**config.mk**
```make
export PLATFORM = sky130hd
export DESIGN_NAME = canTxMailboxArbiter
export DESIGN_NICKNAME = d
export VERILOG_FILES = /design/src/rtl/canArbPkg.sv /design/src/rtl/mbxControl.sv /design/src/rtl/mbxDatapath.sv /design/src/rtl/canTxMailboxArbiter.sv
export SDC_FILE = /design/constraint.sdc
export NUM_CORES = 2
export LEC_CHECK = 0
export BUFFER_PORTS_ARGS = -buffer_cell sky130_fd_sc_hd__clkbuf_2
export CORE_UTILIZATION = 55
export CTS_CLUSTER_DIAMETER = 100
export DETAILED_ROUTE_END_ITERATION = 12
export PLACE_DENSITY_LB_ADDON = 0.15
export REMOVE_ABC_BUFFERS = 1
export SYNTH_ARGS = -nofsm -noshare
export SYNTH_HDL_FRONTEND = slang
export SYNTH_HIERARCHICAL = 1
export SYNTH_SLANG_ARGS = --single-unit
export TNS_END_PERCENT = 20
```
**constraint.sdc**
```tcl
create_clock -name clk -period 6.7 [get_ports clk]
set_input_delay 0.67 -clock clk [delete_from_list [all_inputs] [get_ports clk]]
set_output_delay 0.67 -clock clk [all_outputs]
set_load 0.03 [all_outputs]
```
**src/rtl/canArbPkg.sv**
```systemverilog
`timescale 1ns/1ps
package canArbPkg;
  parameter int MBX_COUNT = 16;
  localparam int MBX_IDX_W = $clog2(MBX_COUNT);
  localparam int ID_W = 29;
  localparam int BASE_W = 11;
  localparam int EXT_W = ID_W - BASE_W;
  localparam int KEY_W = ID_W + 3;
  localparam int TS_W = 16;
  localparam int DLC_W = 4;
  localparam int CODE_W = 4;
  localparam int WORD_W = 32;
  localparam logic [DLC_W-1:0] MAX_BYTES = DLC_W'(8);

  localparam int DLC_LSB = 0;
  localparam int CODE_LSB = 4;
  localparam int IDE_BIT = 8;
  localparam int RTR_BIT = 9;
  localparam int TS_LSB = 16;

  localparam logic [CODE_W-1:0] CODE_INACTIVE = 4'b0000;
  localparam logic [CODE_W-1:0] CODE_TX_IDLE = 4'b1000;
  localparam logic [CODE_W-1:0] CODE_TX_PEND = 4'b1100;

  localparam logic [1:0] SEL_CTRL = 2'd0;
  localparam logic [1:0] SEL_ID = 2'd1;
  localparam logic [1:0] SEL_FLAG = 2'd2;
  localparam logic [1:0] SEL_MASK = 2'd3;

  typedef enum logic [2:0] {
    PH_IDLE = 3'd0,
    PH_FIELD = 3'd1,
    PH_CRC = 3'd2,
    PH_ERRDELIM = 3'd3,
    PH_INTER = 3'd4,
    PH_BUSOFF = 3'd5,
    PH_FREEZE = 3'd6
  } phaseT;

  typedef struct packed {
    logic scanClear;
    logic scanStep;
    logic scanFinish;
    logic [MBX_IDX_W-1:0] scanIdx;
    logic moDrop;
    logic wbEn;
  } strobeT;

  // Priority key laid out in on-wire bit order; smaller wins.
  function automatic logic [KEY_W-1:0] wireKey(input logic [ID_W-1:0] id,
                                               input logic ide, input logic rtr);
    if (ide) wireKey = {id[ID_W-1:EXT_W], 1'b1, 1'b1, id[EXT_W-1:0], rtr};
    else     wireKey = {id[ID_W-1:EXT_W], rtr, 1'b0, {EXT_W{1'b0}}, 1'b0};
  endfunction
endpackage

```
**src/rtl/mbxControl.sv**
```systemverilog
`timescale 1ns/1ps
module mbxControl
  import canArbPkg::*;
(
  input  logic                 clk,
  input  logic                 rstN,
  input  phaseT                phase,
  input  logic                 cpuWrEn,
  input  logic [1:0]           cpuSel,
  input  logic [MBX_IDX_W-1:0] cpuMbx,
  input  logic                 txDone,
  input  logic                 bestValid,
  input  logic [MBX_IDX_W-1:0] bestIdx,
  input  logic                 moValid,
  input  logic [MBX_IDX_W-1:0] moMbx,
  input  logic                 noWinner,
  output strobeT               st,
  output logic                 scanBusy
);
  localparam logic [MBX_IDX_W-1:0] LAST_IDX = MBX_IDX_W'(MBX_COUNT - 1);

  phaseT phasePrev;
  logic scanActive;
  logic [MBX_IDX_W-1:0] scanCnt;
  logic winnerGone;
  logic wroteSince;

  logic ctrlWr, enterCrc, enterErr, enterInter, leaveFreeze, idleWrite;
  logic trigger, restart, startScan, dropHit;

  always_comb begin
    ctrlWr      = cpuWrEn && (cpuSel == SEL_CTRL);
    enterCrc    = (phase == PH_CRC) && (phasePrev != PH_CRC);
    enterErr    = (phase == PH_ERRDELIM) && (phasePrev != PH_ERRDELIM);
    enterInter  = (phase == PH_INTER) && (phasePrev != PH_INTER);
    leaveFreeze = (phasePrev == PH_FREEZE) && (phase != PH_FREEZE);
    idleWrite   = ctrlWr && ((phase == PH_IDLE) || (phase == PH_BUSOFF));
    trigger = enterCrc || enterErr || leaveFreeze || idleWrite ||
              (enterInter && (winnerGone || (noWinner && wroteSince)));
    restart   = scanActive && ctrlWr && bestValid && (cpuMbx == bestIdx);
    startScan = trigger || restart;
    dropHit   = ctrlWr && moValid && (cpuMbx == moMbx);

    st.scanClear  = startScan;
    st.scanStep   = scanActive && !startScan;
    st.scanIdx    = scanCnt;
    st.scanFinish = scanActive && !startScan && (scanCnt == LAST_IDX);
    st.moDrop     = dropHit;
    st.wbEn       = txDone && moValid && !dropHit;
  end

  always_ff @(posedge clk or negedge rstN) begin
    if (!rstN) begin
      phasePrev  <= PH_IDLE;
      scanActive <= 1'b0;
      scanCnt    <= '0;
      winnerGone <= 1'b0;
      wroteSince <= 1'b0;
    end else begin
      phasePrev <= phase;
      if (startScan) begin
        scanActive <= 1'b1;
        scanCnt    <= '0;
      end else if (scanActive) begin
        scanCnt <= scanCnt + 1'b1;
        if (scanCnt == LAST_IDX) scanActive <= 1'b0;
      end
      if (startScan) winnerGone <= 1'b0;
      else if (dropHit) winnerGone <= 1'b1;
      if (startScan) wroteSince <= 1'b0;
      else if (ctrlWr) wroteSince <= 1'b1;
    end
  end

  assign scanBusy = scanActive;
endmodule

```
**src/rtl/mbxDatapath.sv**
```systemverilog
`timescale 1ns/1ps
module mbxDatapath
  import canArbPkg::*;
(
  input  logic                 clk,
  input  logic                 rstN,
  input  logic                 idxPriority,
  input  logic                 cpuWrEn,
  input  logic [1:0]           cpuSel,
  input  logic [MBX_IDX_W-1:0] cpuMbx,
  input  logic [WORD_W-1:0]    cpuWrData,
  output logic [WORD_W-1:0]    cpuRdData,
  input  logic [TS_W-1:0]      timerVal,
  input  strobeT               st,
  output logic                 bestValid,
  output logic [MBX_IDX_W-1:0] bestIdx,
  output logic                 moValid,
  output logic [MBX_IDX_W-1:0] moMbx,
  output logic [ID_W-1:0]      moId,
  output logic                 moIde,
  output logic                 moRtr,
  output logic [DLC_W-1:0]     moBytes,
  output logic                 noWinner,
  output logic                 irq,
  output logic [MBX_COUNT-1:0] flagVec,
  output logic [MBX_COUNT-1:0] maskVec
);
  logic [CODE_W-1:0] codeMem [MBX_COUNT];
  logic [DLC_W-1:0]  dlcMem  [MBX_COUNT];
  logic              ideMem  [MBX_COUNT];
  logic              rtrMem  [MBX_COUNT];
  logic [ID_W-1:0]   idMem   [MBX_COUNT];
  logic [TS_W-1:0]   tsMem   [MBX_COUNT];

  logic [MBX_COUNT-1:0] ctrlHit, idHit, wbHit, flagClr;
  logic maskWr;
  logic [WORD_W-1:ID_W] unusedBits;

  assign maskWr = cpuWrEn && (cpuSel == SEL_MASK);
  assign unusedBits = cpuWrData[WORD_W-1:ID_W];

  for (genvar m = 0; m < MBX_COUNT; m++) begin : g_hit
    assign ctrlHit[m] = cpuWrEn && (cpuSel == SEL_CTRL) && (cpuMbx == MBX_IDX_W'(m));
    assign idHit[m]   = cpuWrEn && (cpuSel == SEL_ID) && (cpuMbx == MBX_IDX_W'(m));
    assign wbHit[m]   = st.wbEn && (moMbx == MBX_IDX_W'(m));
    assign flagClr[m] = cpuWrEn && (cpuSel == SEL_FLAG) && cpuWrData[m];
  end

  // Mailbox storage: CPU writes, plus completion write-back.
  always_ff @(posedge clk or negedge rstN) begin
    if (!rstN) begin
      for (int i = 0; i < MBX_COUNT; i++) begin
        codeMem[i] <= CODE_INACTIVE;
        dlcMem[i]  <= '0;
        ideMem[i]  <= 1'b0;
        rtrMem[i]  <= 1'b0;
        idMem[i]   <= '0;
        tsMem[i]   <= '0;
      end
      flagVec <= '0;
      maskVec <= '0;
    end else begin
      for (int i = 0; i < MBX_COUNT; i++) begin
        if (ctrlHit[i]) begin
          codeMem[i] <= cpuWrData[CODE_LSB +: CODE_W];
          dlcMem[i]  <= cpuWrData[DLC_LSB +: DLC_W];
          ideMem[i]  <= cpuWrData[IDE_BIT];
          rtrMem[i]  <= cpuWrData[RTR_BIT];
        end else if (wbHit[i]) begin
          codeMem[i] <= CODE_TX_IDLE;
          tsMem[i]   <= timerVal;
        end
        if (idHit[i]) idMem[i] <= cpuWrData[ID_W-1:0];
        flagVec[i] <= wbHit[i] || (flagVec[i] && !flagClr[i]);
        if (maskWr) maskVec[i] <= cpuWrData[i];
      end
    end
  end

  // One mailbox per step compared against the running best.
  logic [KEY_W-1:0] bestKey, curKey, nextKey;
  logic [MBX_IDX_W-1:0] curIdx, nextIdx;
  logic curPend, take, nextValid;

  always_comb begin
    curIdx  = st.scanIdx;
    curPend = (codeMem[curIdx] == CODE_TX_PEND) && !ctrlHit[curIdx];
    curKey  = wireKey(idMem[curIdx], ideMem[curIdx], rtrMem[curIdx]);
    take    = st.scanStep && curPend &&
              (!bestValid || (!idxPriority && (curKey < bestKey)));
    nextValid = bestValid || take;
    nextIdx   = take ? curIdx : bestIdx;
    nextKey   = take ? curKey : bestKey;
  end

  always_ff @(posedge clk or negedge rstN) begin
    if (!rstN) begin
      bestValid <= 1'b0;
      bestIdx   <= '0;
      bestKey   <= '0;
    end else if (st.scanClear) begin
      bestValid <= 1'b0;
    end else if (st.scanStep) begin
      bestValid <= nextValid;
      bestIdx   <= nextIdx;
      bestKey   <= nextKey;
    end
  end

  // Hidden serial buffer (move-out copy).
  logic [DLC_W-1:0] smbDlc;

  always_ff @(posedge clk or negedge rstN) begin
    if (!rstN) begin
      moValid  <= 1'b0;
      moMbx    <= '0;
      moId     <= '0;
      moIde    <= 1'b0;
      moRtr    <= 1'b0;
      smbDlc   <= '0;
      noWinner <= 1'b0;
    end else if (st.scanFinish) begin
      if (nextValid) begin
        moValid  <= 1'b1;
        moMbx    <= nextIdx;
        moId     <= idMem[nextIdx];
        moIde    <= ideMem[nextIdx];
        moRtr    <= rtrMem[nextIdx];
        smbDlc   <= dlcMem[nextIdx];
        noWinner <= 1'b0;
      end else begin
        moValid  <= 1'b0;
        noWinner <= 1'b1;
      end
    end else if (st.moDrop || st.wbEn) begin
      moValid <= 1'b0;
    end
  end

  assign moBytes = (smbDlc > MAX_BYTES) ? MAX_BYTES : smbDlc;
  assign irq = |(flagVec & maskVec);

  always_comb begin
    cpuRdData = '0;
    case (cpuSel)
      SEL_CTRL: begin
        cpuRdData[DLC_LSB +: DLC_W]   = dlcMem[cpuMbx];
        cpuRdData[CODE_LSB +: CODE_W] = codeMem[cpuMbx];
        cpuRdData[IDE_BIT]            = ideMem[cpuMbx];
        cpuRdData[RTR_BIT]            = rtrMem[cpuMbx];
        cpuRdData[TS_LSB +: TS_W]     = tsMem[cpuMbx];
      end
      SEL_ID:   cpuRdData[ID_W-1:0] = idMem[cpuMbx];
      SEL_FLAG: cpuRdData[MBX_COUNT-1:0] = flagVec;
      default:  cpuRdData[MBX_COUNT-1:0] = maskVec;
    endcase
  end
endmodule

```
**src/rtl/canTxMailboxArbiter.sv**
```systemverilog
`timescale 1ns/1ps
module canTxMailboxArbiter
  import canArbPkg::*;
(
  input  logic                 clk,
  input  logic                 rstN,
  input  logic                 idxPriority,
  input  logic [2:0]           phase,
  input  logic                 cpuWrEn,
  input  logic [1:0]           cpuSel,
  input  logic [MBX_IDX_W-1:0] cpuMbx,
  input  logic [WORD_W-1:0]    cpuWrData,
  output logic [WORD_W-1:0]    cpuRdData,
  input  logic [TS_W-1:0]      timerVal,
  input  logic                 txDone,
  output logic                 scanBusy,
  output logic                 moValid,
  output logic [MBX_IDX_W-1:0] moMbx,
  output logic [ID_W-1:0]      moId,
  output logic                 moIde,
  output logic                 moRtr,
  output logic [DLC_W-1:0]     moBytes,
  output logic                 noWinner,
  output logic                 irq
);
  strobeT stb;
  logic bestValid;
  logic [MBX_IDX_W-1:0] bestIdx;
  logic [MBX_COUNT-1:0] flagVec, maskVec;
  logic stbClear, stbFinish;

  assign stbClear  = stb.scanClear;
  assign stbFinish = stb.scanFinish;

  mbxControl ctrl_i (
    .clk(clk), .rstN(rstN), .phase(phaseT'(phase)),
    .cpuWrEn(cpuWrEn), .cpuSel(cpuSel), .cpuMbx(cpuMbx), .txDone(txDone),
    .bestValid(bestValid), .bestIdx(bestIdx), .moValid(moValid), .moMbx(moMbx),
    .noWinner(noWinner), .st(stb), .scanBusy(scanBusy)
  );

  mbxDatapath dp_i (
    .clk(clk), .rstN(rstN), .idxPriority(idxPriority),
    .cpuWrEn(cpuWrEn), .cpuSel(cpuSel), .cpuMbx(cpuMbx), .cpuWrData(cpuWrData),
    .cpuRdData(cpuRdData), .timerVal(timerVal), .st(stb),
    .bestValid(bestValid), .bestIdx(bestIdx), .moValid(moValid), .moMbx(moMbx),
    .moId(moId), .moIde(moIde), .moRtr(moRtr), .moBytes(moBytes),
    .noWinner(noWinner), .irq(irq), .flagVec(flagVec), .maskVec(maskVec)
  );
endmodule

```
# --- After elaboration in Yosys (flattened, before gate mapping) ---
# Index checks and enable logic that the tools add are counted.
word_totals:
  reg_bits: 1000
  wordCells: 481
  input_bits: 62
op_classes:
  order_cmp: 6
  bitwise_logic: 21
  n_mux: 98
  reduce_logical: 196
  eq_ne: 46
  n_addsub: 1
op_table:
  columns: ["cell", "n"]
  rows:
  - ["binary-select mux 29 bit (select 4 bit)", 3]
  - ["two-way mux 4 bit", 44]
  - ["two-way mux 29 bit", 6]
  - ["logical AND 1 bit", 104]
  - ["equality test 4 bit (second input constant)", 18]
  - ["binary-select mux 16 bit (select 4 bit)", 1]
  - ["binary-select mux 4 bit (select 4 bit)", 4]
  - ["nonzero test 2 bit", 21]
  - ["AND reduction 2 bit", 18]
  - ["equality test 4 x 3 -> 1 bit (second input constant)", 8]
  - ["< comparator 32 bit", 1]
  - ["two-way mux 16 bit", 2]
  - ["case mux 10 bit (3 select lines)", 1]
  - ["binary-select mux 1 bit (select 4 bit)", 7]
  - ["logical OR 1 bit", 26]
  - ["two-way mux 1 bit", 26]
  - ["case mux 13 bit (2 select lines)", 1]
  - ["logical NOT 1 bit", 21]
  - ["two-way mux 21 bit", 1]
  - ["case mux 6 bit (3 select lines)", 1]
  - ["NOT 1 bit", 17]
  - ["AND 16 bit", 1]
  - ["equality test 4 x 2 -> 1 bit (second input constant)", 4]
  - ["OR reduction 16 bit", 1]
  - ["other kinds (18)", 31]

# --- Depth between registers and ports, before layout ---
depth:
  word_depth: 16
  ltp_mapped: 23
  depth_no_buf: 17

# --- Hierarchy ---
# The synthesis kept the hierarchy.
modules_own_cells:
  columns: ["mod", "seq_area_each_um2", "cells_each", "instances", "area_per_inst_um2"]
  rows:
  - ["mbxDatapath", 24773.8, 4062, 1, 53744.0]
  - ["mbxControl", 250.2, 67, 1, 650.6]

# --- Worst setup path after synthesis ---
# No wires, ideal clock.
synth_timing:
  kind: "register to register"
  start: "register ctrl_i.scanCnt[0]"
  end: "register dp_i.moIde"
  setup_ns: 0.067
  n_path_buf: 7
  path_stages_with_launch: 22
  slack_ns: 0.909
  period_less_slack_ns: 5.791
  arrival_time_ns: 5.724
  path_cell_list: "dfrtp_1 > buf_6 > buf_2 > clkbuf_1 > buf_2 > buf_1 > mux4_2 > mux4_2 > ha_1 > a21oi_1 > nand2_1 > a211o_1 > a211o_1 > o21ai_0 > nand4_4 > mux2_4 > buf_6 > buf_6 > mux2i_1 > a222oi_1 > a32oi_1 > nand2_1"
synth_between:
  elab_cells_between_ends: 33
  classes_between: "order compare: 1; eq/ne: 2; mux: 19; bitwise: 2; reduce/logical: 9"
synth_rtl:
  columns: ["element", "line", "source"]
  rows:
  - ["start: declaration", "mbxControl.sv:24", "logic [MBX_IDX_W-1:0] scanCnt;"]
  - ["start signal: assignment", "mbxControl.sv:65", "scanCnt <= scanCnt + 1'b1;"]
  - ["NOT 4 -> 5 bit (not written as such) *", "mbxDatapath.sv:88", "curKey = wireKey(idMem[curIdx], ideMem[curIdx], rtrMem[curIdx]);"]
  - ["binary-select mux 29 bit (select 4 bit) *", "mbxDatapath.sv:88", null]
  - ["two-way mux 29 bit (not written as such) * (2 in a row)", "mbxDatapath.sv:88", null]
  - ["net dp_i.curKey[30]", "mbxDatapath.sv:81", "logic [KEY_W-1:0] bestKey, curKey, nextKey;"]
  - ["< comparator 32 bit *", "mbxDatapath.sv:90", "(!bestValid || (!idxPriority && (curKey < bestKey)));"]
  - ["logical AND 1 bit *", "mbxDatapath.sv:90", null]
  - ["logical OR 1 bit *", "mbxDatapath.sv:90", null]
  - ["logical AND 1 bit *", "mbxDatapath.sv:89", "take = st.scanStep && curPend &&"]
  - ["two-way mux 4 bit", "mbxDatapath.sv:92", "nextIdx = take ? curIdx : bestIdx;"]
  - ["NOT 4 -> 5 bit (not written as such)", "mbxDatapath.sv:127", "moIde <= ideMem[nextIdx];"]
  - ["binary-select mux 1 bit (select 4 bit)", "mbxDatapath.sv:127", null]
  - ["two-way mux 1 bit (not written as such) (2 in a row)", "mbxDatapath.sv:127", null]
  - ["end signal: assignment", "mbxDatapath.sv:127", null]
  - ["end: declaration", "mbxDatapath.sv:20", "output logic moIde,"]
# The timed path passes the listed nets; every way through them passes the cells marked *. The select of a mux whose other input is x is not followed.
# A chain may end at the register's enable or synchronous reset.

# --- Worst setup path in the final report ---
layout_timing:
  start: "register ctrl_i.scanCnt[0]"
  end: "register dp_i.moId[20]"
layout_between:
  elab_cells_between_ends: 33
  classes_between: "order compare: 1; eq/ne: 2; mux: 19; bitwise: 2; reduce/logical: 9"
layout_rtl:
  columns: ["element", "line", "source"]
  rows:
  - ["NOT 4 -> 5 bit (not written as such) *", "mbxDatapath.sv:88", null]
  - ["binary-select mux 29 bit (select 4 bit) *", "mbxDatapath.sv:88", null]
  - ["two-way mux 29 bit (not written as such) * (2 in a row)", "mbxDatapath.sv:88", null]
  - ["net dp_i.curKey[28]", "mbxDatapath.sv:81", null]
  - ["< comparator 32 bit *", "mbxDatapath.sv:90", null]
  - ["logical AND 1 bit *", "mbxDatapath.sv:90", null]
  - ["logical OR 1 bit *", "mbxDatapath.sv:90", null]
  - ["logical AND 1 bit *", "mbxDatapath.sv:89", null]
  - ["two-way mux 4 bit", "mbxDatapath.sv:92", null]
  - ["NOT 4 -> 5 bit (not written as such)", "mbxDatapath.sv:126", "moId <= idMem[nextIdx];"]
  - ["binary-select mux 29 bit (select 4 bit)", "mbxDatapath.sv:126", null]
  - ["two-way mux 29 bit (not written as such) (2 in a row)", "mbxDatapath.sv:126", null]
  - ["end signal: assignment", "mbxDatapath.sv:126", null]
  - ["end: declaration", "mbxDatapath.sv:19", "output logic [ID_W-1:0] moId,"]
# Marked as above.

==> run_results.csv <==
group,metric,value,unit
timing,tightest_slew,1.16,ns
clock_network,numCtsBuffers,106,
clock_network,hold_buffers,0,
global_routing,grt_pass1_wl,245,mm
timing,timing.final.crit_share,92.2,%
clock_network,cts_buffer_depth,3,
detailed_routing,dr.max_layer_used,"met5",
detailed_routing,wl_met2,75.8,mm
clock_network,clockRootBuffer,"clkbuf_16",
global_routing,antenna_found_initial,5,
detailed_routing,vias_per_cell,6.79,
worst_setup_path,setup.worst_path.class,"flop to flop",
status,status,"finished with violations",
timing,fin_crit,6.17,ns
clock_network,path_clk_slew,0.07,ns
synthesis,synth_area_per_cell,13.2,µm²
synthesis,synth_edf_count,0,
job,cap_violations,0,
clock_network,htreeDepth,3,
detailed_routing,wl_met3,14.2,mm
synthesis,yosys_most_used_dff,"dfrtp_1",
final_layout,drive_above_1_share,42.0,%
pwr,finalPower,17.9,mW
timing,fin_worst_skew,0.0331,ns
timing,fmax,162,MHz
min_path,hold_path_class,"input port to asynchronous set/reset pin",
timing,finalHoldViolCount,3,
status,violations,"negative hold slack",
pwr,max-vdd-ir-drop,0.216,mV
detailed_routing,finalWirelength,163,mm
detailed_routing,drcViolationCount,0,
detailed_routing,dr.pass1.iters,6,
synthesis,async_reset_ff_share,100,%
place,hpwl,98.7,mm
global_routing,grt_pass1_vias,37300,
clock_network,cts_resized,0,
floorplan,die_area,100000,µm²
global_routing,grt_max_degree,160,
place,place_congestion,0.914,
timing,slew_headroom,22.4,%
floorplan,rows,114,
worst_setup_path,reg2reg_slack,0.53,ns
floorplan,die_h,316,µm
place,portBuffers,133,
floorplan,coreArea,97300,µm²
synthesis,yosys_warnings,6,
timing,setup_tns,0,ns
timing,setup-violations-final,0,
clock_network,cts_tree,"done",
global_routing,grt_use_total,33.2,%
detailed_routing,ant_nets,0,
timing,grt_setup_unrepaired,"false",
synthesis,ys_seq_elements,1000,
timing,whs,-0.00769,ns
worst_setup_path,required,7.32,ns
final_layout,nFillCells,7601,
final_layout,fin_nets,4210,
final_layout,design_area,60400,µm²
worst_setup_path,endpoint_kind,"flop",
worst_setup_path,reg2reg_from,"ctrl_i/scanCnt[0]",
final_layout,antenna_cells,0,
worst_setup_path,cp_max_fo,26,
clock_network,clock-sinks,1000,
pwr,p_leak,26.6,nW
timing,maxSlewViolCount,0,
detailed_routing,post_drt_wl_per_cell,29.8,µm
floorplan,initial_utilization,55.9,%
place,dpl_cell_area,56700,µm²
global_routing,grt-ovfl-total,0,
clock_network,post-cts-setup-buffers,0,
synthesis,syn_inst,4129,
synthesis,ys_seq_area_share,46.0,%
floorplan,io_pins,137,
synthesis,netlist_area,54400,µm²
floorplan,die_w,316,µm
worst_setup_path,cp.arrival,6.80,ns
pwr,power.density,296,nW/µm²
final_layout,multiInputGateArea,27900,µm²
detailed_routing,wl_met1,67.1,mm
worst_setup_path,start_kind,"flop",
worst_setup_path,cp-startpoint,"ctrl_i/scanCnt[0]",
detailed_routing,dr_total_vias,37200,
final_layout,ff_latch_area,25000,µm²
final_layout,area_growth_syn_to_layout,11.1,%
detailed_routing,initialDrtViolationCount,4142,
clock_network,clk_latency,0.72,ns
synthesis,synthDistinctLibCells,69,
[sequential cells by signal, summed over array words and instances (netlist names), 16 cells and up]
register and cells:
dp_i/ideMem 16, dp_i/tsMem 256, dp_i/codeMem 64, dp_i/idMem 464, dp_i/moId 29, dp_i/dlcMem 64, dp_i/rtrMem 16, dp_i/maskVec 16
dp_i/bestKey 32, dp_i/flagVec 16
[power breakdown]
| part | internal [mW] | total, mW | switching [mW] |
|---|---|---|---|
| Clock | 3.71 | 6.26 | 2.56 |
| Sequential | 6.65 | 7.22 | 0.569 |
| Combinational | 2.05 | 4.42 | 2.37 |
[metrics by stage]
step	cells	worst slack, ns	util, %
floorplan	3757	-9.78	-
global placement	5284	0.601	58.3
detailed placement	5284	0.576	58.3
CTS	5481	0.536	62.1
global route	5481	0.197	62.1
finish	5481	0.525	62.1
[critical path, stage by stage, from the launching register on]
cell	delay [ns]
dfrtp_4	0.60
buf_12	0.29
buf_4	0.35
mux4_2	0.54
mux4_2	0.51
ha_1	0.30
nand4_1	0.22
nor4_1	0.54
buf_4	0.24
o211ai_1	0.09
o22ai_1	0.12
o21ai_0	0.26
nand4_4	0.18
buf_4	0.28
mux2i_1	0.36
nor2b_4	0.55
buf_12	0.27
a32oi_1	0.12
nand2_1	0.13
[logic make-up (layout without fill, tap and decap cells)]
kind of cell               count (synthesis)  count (layout)  synth area share [%]
muxes                                   1428            1428                  38.3
and+or+nand+nor                          953             953                  7.85
buffers and inverters                    423             499                  3.19
adders and majority gates                 32              32                 0.736
DFF                                     1000            1000                  46.0
xor gates and xnor gates                  12              12                 0.193
AOI/OAI and AO/OA                        281             281                  3.75
[layout by cell type, fill, tap and decap left out, types with 5 or more instances in the layout]
| cell | instances |
|---|---|
| a21oi_1 | 28 |
| buf_12 | 32 |
| a32oi_1 | 73 |
| clkbuf_2 | 129 |
| xnor2_1 | 6 |
| nor2b_1 | 34 |
| bufinv_16 | 11 |
| inv_1 | 50 |
| nor2_2 | 5 |
| nand2_1 | 532 |
| clkinv_2 | 14 |
| ha_1 | 32 |
| buf_4 | 87 |
| a22o_1 | 16 |
| clkinvlp_4 | 7 |
| xor2_1 | 6 |
| a222oi_1 | 28 |
| nor3_1 | 13 |
| a21o_1 | 5 |
| mux2_2 | 844 |
| clkbuf_8 | 31 |
| a22oi_1 | 7 |
| or2_2 | 6 |
| clkbuf_1 | 17 |
| nand4_1 | 55 |
| nor2_1 | 72 |
| dfrtp_1 | 996 |
| mux4_2 | 437 |
| a221oi_1 | 5 |
| a31oi_1 | 7 |
| nor2_4 | 13 |
| nand3_1 | 165 |
| o21ai_0 | 76 |
| mux2i_1 | 145 |
| and2_1 | 5 |
| nand2b_1 | 11 |
| clkbuf_16 | 107 |
[Yosys cell counts, types with 32 or more instances]
library cell / n / area share [%]
a32oi_1: 73 / 1.2
buf_1: 76 / 0.52
mux4_2: 437 / 18
nor2_1: 90 / 0.62
dfrtp_1: 1000 / 46
clkbuf_1: 231 / 1.6
o21ai_0: 76 / 0.70
mux2_2: 844 / 17
nand2_1: 535 / 3.7
buf_2: 50 / 0.46
nand4_1: 55 / 0.63
inv_1: 50 / 0.35
mux2i_1: 146 / 2.7
ha_1: 32 / 0.74
nor2b_1: 36 / 0.41
nand3_1: 166 / 1.5
[path summary, 6_finish.rpt]
check                           depth (start not counted)                  end
worst max-delay path                                   18        dp_i/moId[20]
worst min register to register                          1       dp_i/tsMem[29]
worst min-delay path                                    1       dp_i/tsMem[79]
worst max register to register                         18        dp_i/moId[20]
min in group clk                                        1  ctrl_i/phasePrev[2]
max in group asynchronous                               2    ctrl_i/scanCnt[0]
[area by class of cell]
type                       count  area share [%]
inverter                      51           0.325
tap                         1276            2.64
clock inverter                42           0.944
timing repair buffer         251            3.28
sequential                  1000            41.4
multi-input combinational   2706            46.1
clock buffer                 155            5.24
[routing by layer]
layer  global-route usage [%]  vias up
met4                     11.7        6
met2                     51.5     1730
li1                         -    15500
met3                     6.26      386
met1                     47.2    19600
met5                        0        -
Power figures use the tool's default switching activity.
